===== src/rtl/nvm_spi_pkg.sv =====
package nvm_spi_pkg;

    localparam logic [7:0] OPC_WREN  = 8'h06;
    localparam logic [7:0] OPC_WRITE = 8'h02;
    localparam logic [7:0] OPC_READ  = 8'h03;
    localparam logic [7:0] OPC_HIBIT = 8'h08;

    typedef enum logic [2:0] {
        ST_IDLE,
        ST_WREN,
        ST_WGAP,
        ST_OPC,
        ST_ADDR,
        ST_DATA,
        ST_TAIL
    } seq_state_e;

    typedef struct packed {
        logic        is_write;
        logic        compact;
        logic [1:0]  addr_m1;
        logic [31:0] addr;
    } req_hdr_t;

    function automatic logic [7:0] pick_opcode(req_hdr_t h);
        logic [7:0] op;
        op = h.is_write ? OPC_WRITE : OPC_READ;
        if (h.compact && (h.addr > 32'h0000_00FF))
            op = op | OPC_HIBIT;
        return op;
    endfunction

    function automatic logic [7:0] addr_byte(logic [31:0] a, logic [1:0] idx);
        return a[{idx, 3'b000} +: 8];
    endfunction

endpackage


===== src/rtl/nvm_spi_halftick.sv =====
module nvm_spi_halftick #(
    parameter int CLK_DIV = 2
) (
    input  logic clk,
    input  logic rst,
    input  logic run,
    output logic tick
);
    localparam int CW = (CLK_DIV > 1) ? $clog2(CLK_DIV) : 1;
    localparam logic [CW-1:0] LAST = CW'(CLK_DIV - 1);

    logic [CW-1:0] cnt_q;

    always_ff @(posedge clk) begin
        if (rst || !run)
            cnt_q <= '0;
        else if (cnt_q == LAST)
            cnt_q <= '0;
        else
            cnt_q <= cnt_q + 1'b1;
    end

    assign tick = run && (cnt_q == LAST);
endmodule


===== src/rtl/nvm_spi_shifter.sv =====
module nvm_spi_shifter #(
    parameter int CLK_DIV = 2
) (
    input  logic       clk,
    input  logic       rst,
    input  logic       start,
    input  logic [7:0] tx,
    input  logic       miso,
    output logic       sck,
    output logic       mosi,
    output logic       done,
    output logic [7:0] rx
);
    logic       busy_q;
    logic [7:0] sh_q;
    logic [2:0] bit_q;
    logic       tick;

    nvm_spi_halftick #(.CLK_DIV(CLK_DIV)) u_tick (
        .clk (clk),
        .rst (rst),
        .run (busy_q),
        .tick(tick)
    );

    always_ff @(posedge clk) begin
        if (rst) begin
            busy_q <= 1'b0;
            sh_q   <= '0;
            bit_q  <= '0;
            sck    <= 1'b0;
            done   <= 1'b0;
            rx     <= '0;
        end else begin
            done <= 1'b0;
            if (start && !busy_q) begin
                busy_q <= 1'b1;
                sh_q   <= tx;
                bit_q  <= '0;
                sck    <= 1'b0;
            end else if (busy_q && tick) begin
                if (!sck) begin
                    sck <= 1'b1;
                    rx  <= {rx[6:0], miso};
                end else begin
                    sck <= 1'b0;
                    if (bit_q == 3'd7) begin
                        busy_q <= 1'b0;
                        done   <= 1'b1;
                    end else begin
                        bit_q <= bit_q + 1'b1;
                        sh_q  <= {sh_q[6:0], 1'b0};
                    end
                end
            end
        end
    end

    assign mosi = busy_q & sh_q[7];

    // A byte always ends with the clock back low (mode 0 idle level)
    assert_byte_ends_low_R8: assert property (@(posedge clk) disable iff (rst)
        done |-> !sck);
    // The clock is only ever high inside a running byte
    assert_sck_in_byte_R8: assert property (@(posedge clk) disable iff (rst)
        sck |-> busy_q);
endmodule


===== src/rtl/nvm_spi_seq.sv =====
module nvm_spi_seq
    import nvm_spi_pkg::*;
#(
    parameter int CNT_W      = 16,
    parameter int CLK_DIV    = 2,
    parameter int GAP_CYCLES = 100
) (
    input  logic             clk,
    input  logic             rst,
    input  logic             req_valid,
    output logic             req_ready,
    input  logic             req_write,
    input  logic [31:0]      req_addr,
    input  logic [CNT_W-1:0] req_len,
    input  logic [1:0]       cfg_addr_m1,
    input  logic             cfg_compact,
    input  logic [7:0]       wr_data,
    input  logic             wr_valid,
    output logic             wr_ready,
    output logic [7:0]       rd_data,
    output logic             rd_valid,
    input  logic             rd_ready,
    output logic             done,
    output logic [CNT_W-1:0] done_count,
    output logic             spi_cs_n,
    output logic             spi_sck,
    output logic             spi_mosi,
    input  logic             spi_miso
);
    localparam int GW = $clog2(GAP_CYCLES + 1);
    localparam logic [GW-1:0] GAP_LAST = GW'(GAP_CYCLES - 1);
    localparam logic [GW-1:0] GAP_FULL = GW'(GAP_CYCLES);

    seq_state_e       state_q;
    req_hdr_t         hdr_q;
    logic [CNT_W-1:0] len_q, cnt_q, cnt_inc;
    logic [1:0]       idx_q;
    logic [GW-1:0]    gap_q;
    logic             inflight_q;
    logic             sh_start, sh_done;
    logic [7:0]       sh_tx, sh_rx;

    assign cnt_inc   = cnt_q + 1'b1;
    assign req_ready = (state_q == ST_IDLE);
    assign spi_cs_n  = (state_q == ST_IDLE) || (state_q == ST_WGAP) || (state_q == ST_TAIL);
    assign wr_ready  = (state_q == ST_DATA) && hdr_q.is_write && !inflight_q;

    always_comb begin
        sh_start = 1'b0;
        sh_tx    = 8'h00;
        case (state_q)
            ST_WREN: begin sh_start = !inflight_q; sh_tx = OPC_WREN;                 end
            ST_OPC:  begin sh_start = !inflight_q; sh_tx = pick_opcode(hdr_q);       end
            ST_ADDR: begin sh_start = !inflight_q; sh_tx = addr_byte(hdr_q.addr, idx_q); end
            ST_DATA: begin
                if (hdr_q.is_write) begin
                    sh_start = !inflight_q && wr_valid;
                    sh_tx    = wr_data;
                end else begin
                    sh_start = !inflight_q && !rd_valid;
                end
            end
            default: ;
        endcase
    end

    nvm_spi_shifter #(.CLK_DIV(CLK_DIV)) u_shift (
        .clk  (clk),
        .rst  (rst),
        .start(sh_start),
        .tx   (sh_tx),
        .miso (spi_miso),
        .sck  (spi_sck),
        .mosi (spi_mosi),
        .done (sh_done),
        .rx   (sh_rx)
    );

    always_ff @(posedge clk) begin
        if (rst) begin
            state_q    <= ST_IDLE;
            hdr_q      <= '0;
            len_q      <= '0;
            cnt_q      <= '0;
            idx_q      <= '0;
            gap_q      <= '0;
            inflight_q <= 1'b0;
            rd_data    <= '0;
            rd_valid   <= 1'b0;
            done       <= 1'b0;
            done_count <= '0;
        end else begin
            done <= 1'b0;
            if (rd_valid && rd_ready) rd_valid <= 1'b0;
            if (sh_start) inflight_q <= 1'b1;
            if (sh_done)  inflight_q <= 1'b0;
            case (state_q)
                ST_IDLE: if (req_valid) begin
                    hdr_q.is_write <= req_write;
                    hdr_q.compact  <= cfg_compact && (cfg_addr_m1 == 2'd0);
                    hdr_q.addr_m1  <= cfg_addr_m1;
                    hdr_q.addr     <= req_addr;
                    len_q          <= req_len;
                    cnt_q          <= '0;
                    state_q        <= req_write ? ST_WREN : ST_OPC;
                end
                ST_WREN: if (sh_done) begin
                    gap_q   <= '0;
                    state_q <= ST_WGAP;
                end
                ST_WGAP: begin
                    if (gap_q == GAP_LAST) state_q <= ST_OPC;
                    else                   gap_q   <= gap_q + 1'b1;
                end
                ST_OPC: if (sh_done) begin
                    idx_q   <= hdr_q.addr_m1;
                    state_q <= ST_ADDR;
                end
                ST_ADDR: if (sh_done) begin
                    if (idx_q != 2'd0) begin
                        idx_q <= idx_q - 1'b1;
                    end else if (len_q == '0) begin
                        state_q    <= ST_TAIL;
                        gap_q      <= '0;
                        done       <= 1'b1;
                        done_count <= '0;
                    end else begin
                        state_q <= ST_DATA;
                    end
                end
                ST_DATA: if (sh_done) begin
                    cnt_q <= cnt_inc;
                    if (!hdr_q.is_write) begin
                        rd_data  <= sh_rx;
                        rd_valid <= 1'b1;
                    end
                    if (cnt_inc == len_q) begin
                        state_q    <= ST_TAIL;
                        gap_q      <= '0;
                        done       <= 1'b1;
                        done_count <= cnt_inc;
                    end
                end
                ST_TAIL: begin
                    if (gap_q == GAP_LAST) state_q <= ST_IDLE;
                    else                   gap_q   <= gap_q + 1'b1;
                end
                default: state_q <= ST_IDLE;
            endcase
        end
    end

    // Checker state: cycles chip-select has been high, saturating
    logic [GW-1:0] hi_q;
    always_ff @(posedge clk) begin
        if (rst)           hi_q <= GAP_FULL;
        else if (!spi_cs_n) hi_q <= '0;
        else if (hi_q != GAP_FULL) hi_q <= hi_q + 1'b1;
    end

    assert_cs_gap_R2: assert property (@(posedge clk) disable iff (rst)
        $fell(spi_cs_n) |-> (hi_q >= GAP_FULL));
    assert_idle_sck_low_R8: assert property (@(posedge clk) disable iff (rst)
        spi_cs_n |-> !spi_sck);
    assert_done_cs_high_R6: assert property (@(posedge clk) disable iff (rst)
        done |-> spi_cs_n);
    assert_accept_idle_R10: assert property (@(posedge clk) disable iff (rst)
        req_ready |-> spi_cs_n);
    assert_read_mosi_zero_R3: assert property (@(posedge clk) disable iff (rst)
        (state_q == ST_DATA && !hdr_q.is_write) |-> !spi_mosi);
    assert_rd_hold_R9: assert property (@(posedge clk) disable iff (rst)
        (rd_valid && !rd_ready) |=> (rd_valid && $stable(rd_data)));
endmodule


===== config.mk =====
export PLATFORM = sky130hd
export DESIGN_NAME = nvm_spi_seq
export DESIGN_NICKNAME = d
export VERILOG_FILES = /design/src/rtl/nvm_spi_pkg.sv /design/src/rtl/nvm_spi_halftick.sv /design/src/rtl/nvm_spi_shifter.sv /design/src/rtl/nvm_spi_seq.sv
export SDC_FILE = /design/constraint.sdc
export NUM_CORES = 1
export LEC_CHECK = 0
export CAP_MARGIN = 20
export CORE_ASPECT_RATIO = 1.5
export CORE_MARGIN = 10
export CORE_UTILIZATION = 46
export DETAILED_ROUTE_END_ITERATION = 6
export DONT_BUFFER_PORTS = 1
export HOLD_SLACK_MARGIN = 0.1
export PLACE_DENSITY = 0.67
export SYNTH_ARGS = -nofsm -noshare
export SYNTH_HDL_FRONTEND = slang
export SYNTH_HIERARCHICAL = 1
export SYNTH_SLANG_ARGS = --single-unit

===== constraint.sdc =====
create_clock -name clk -period 7 [get_ports clk]
set_input_delay 1.4 -clock clk [delete_from_list [all_inputs] [get_ports clk]]
set_output_delay 1.4 -clock clk [all_outputs]
set_load 0.02 [all_outputs]

==> reports/qor.csv <==
metric,value,unit
DRT Pass-1 Iters,4,
Worst Hold Class,reg -> reg,
Post-DRT Antenna Nets,0,
postcts setup bufs,0,
maximum VDD drop,0.000244,V
CTS root buf,clkbuf_16,
Final setup viols,0,
max-cap violation count,0,
min cycle time layout,3.78,ns
final hold violations,0,
total number of vias,5859,
die width,120,µm
nets@finish,869,
"Slew Viols, Final",0,
Crit path required time,7.27,ns
post-layout util,50.6,%
number of synthesized flops with an enable pin,0,
Post-CTS Hold Buffers,0,
cell count after synthesis,846,
clock buffer count from CTS,17,
Worst R2R Setup Slack,3.22,ns
Slew @ Worst Pin,1.03,ns
clk_skew,0.00969,ns
syn nets,917,
share of cells above drive strength 1,9.01,%
Hold Slack,0.424,ns
Antenna Cells,0,
DR iter-0 viols,355,
Finished Cell Area,7380,µm²
most frequent cells in the layout,"nand2_1 (168), dfxtp_1 (130), a21oi_1 (88)",
Cell Pwr Density,344,nW/µm²
TritonCTS clock tree,done,
ys async rst share,0,%
Clock Pin Slew Worst Setup and Hold Paths,0.06,ns
setup_tns,0,ns
# rows,54,
Routed WL,18.3,mm
wire length per cell,18.2,µm
Ys Warns,6,
I/O Buffers,0,
Die ar.,20200,µm²
HPWL Detailed,12.8,mm
largest fanout on the critical path,21,
Placed Instance Area,6770,µm²
residual DRC count,0,
Cell variety after synth,71,
first-pass GRT wire length,29.9,mm
Vias/cell,5.82,
CP arrival,4.06,ns
"leading cell type in the layout, fill and taps excluded",nand2_1,
Critical Path Source Type,flop,
cts repair resizes,0,
Mapped Area,6840,µm²
Layout area overhead,8.00,%
#FFs+latches synth,130,
RSZ-0062 raised after global routing,false,
"Worst Path Class, Setup",reg -> reg,
largest net degree at the start of global routing,133,
number of global-route vias before repair,5687,
initial core utilization,46.9,%
Peak Freq,0.264,GHz
Total GRT Usage,17.9,%
Die Y,169,µm
Sink Count,130,
total congestion overflow,0,
Mean Syn Cell Area,8.08,µm²
H-tree levels,4,
Critical Path End Type,flop,
core area,14600,µm²
IO Pins,97,
CTS Buffer Depth,2,
crit share post-route,54.0,%
initial antenna violation count,0,
Worst-Skew Late Latency,0.41,ns
GPL Wtd Cong,0.938,
register area share after synthesis,38.1,%
outcome,completed,
P_leak,0.00268,µW
ys flop type,dfxtp_1,
Relative slew margins,30.7,%
worst paths after layout:
check / from / to / cells after the start
min reg2reg: u_shift/u_tick/cnt_q / u_shift/u_tick/cnt_q / 1
max: cnt_q[7] / gap_q[6] / 7
max reg2reg: cnt_q[7] / gap_q[6] / 7
min: u_shift/u_tick/cnt_q / u_shift/u_tick/cnt_q / 1
state kept, by name, summed over array words and instances (netlist names):
signal / count
cnt_q: 16
done: 1
done_count: 16
gap_q: 7
hdr_q: 36
idx_q: 2
inflight_q: 1
len_q: 16
rd_data: 8
rd_valid: 1
state_q: 3
u_shift/bit_q: 3
u_shift/busy_q: 1
u_shift/done: 1
u_shift/rx: 8
u_shift/sck: 1
u_shift/sh_q: 8
u_shift/u_tick/cnt_q: 1
worst max-delay path: stages (launching register included):
cell and delay (ns):
dfxtp_1 0.58, nand4_1 0.55, nor4_2 0.57, xor2_1 0.17, a2111oi_2 0.41, and4_1 0.79, nand2b_1 0.41, a41oi_1 0.16
cells in the mapped netlist (14+ instances only):
cell / count / share of area, %
nor4_1: 14 / 1.3
nor2_1: 61 / 3.3
nand2_1: 168 / 9.2
a31oi_1: 20 / 1.8
o21ai_0: 39 / 2.9
clkbuf_1: 48 / 2.6
a21oi_1: 88 / 6.4
mux2i_1: 17 / 2.5
nor4b_1: 17 / 2.2
xnor2_1: 16 / 2.0
dfxtp_1: 130 / 38
inv_1: 14 / 0.77
stage by stage:
stage | std cells | worst slack (ns) | total power (µW)
6_report | 1006 | 3.22 | 2540
5_1_grt | 1006 | 2.97 | 2680
4_1_cts | 1006 | 3.27 | 2560
3_5_place_dp | 975 | 3.24 | 1620
3_3_place_gp | 975 | 3.28 | 1610
2_1_floorplan | 846 | 4.24 | 1500
cell families (layout without fill, tap and decap cells):
logic type / after synthesis / after routing / synth area share, %
AO/OA/AOI/OAI: 230 / 230 / 21.9
XOR/XNOR: 29 / 29 / 3.71
adder cells (fa/ha/maj): 5 / 5 / 0.915
buffers and inverters: 85 / 49 / 5.76
flip-flops: 130 / 130 / 38.1
multiplexers: 26 / 26 / 5.29
AND/OR/NAND/NOR: 341 / 341 / 24.4
metal layers:
layer  routed length, µm  part of all wire (%)  vias up  GRT usage, %
li1                    -                     -     2917             -
met1                7160                    39     2759          19.9
met2                9680                    53      166          32.0
met3                1230                   6.7       17          5.66
met4                 214                   1.2        0          4.79
met5                   0                     0        -             0
final cells by class:
type	instances	area (µm²)
fillers	1498	7210
well taps	196	245
clock inverters	13	174
multi-input cells	631	3840
flip-flops and latches	130	2600
clock buffers	18	439
inverters	14	52.6
repair buffers	4	30.0
power by group:
| group | leakage, µW | switching, µW | internal [µW] |
|---|---|---|---|
| logic | 0.00132 | 333 | 231 |
| clock network | 0.000302 | 355 | 575 |
| registers | 0.00106 | 180 | 865 |
Note: power is estimated with default switching activity, not from simulation.
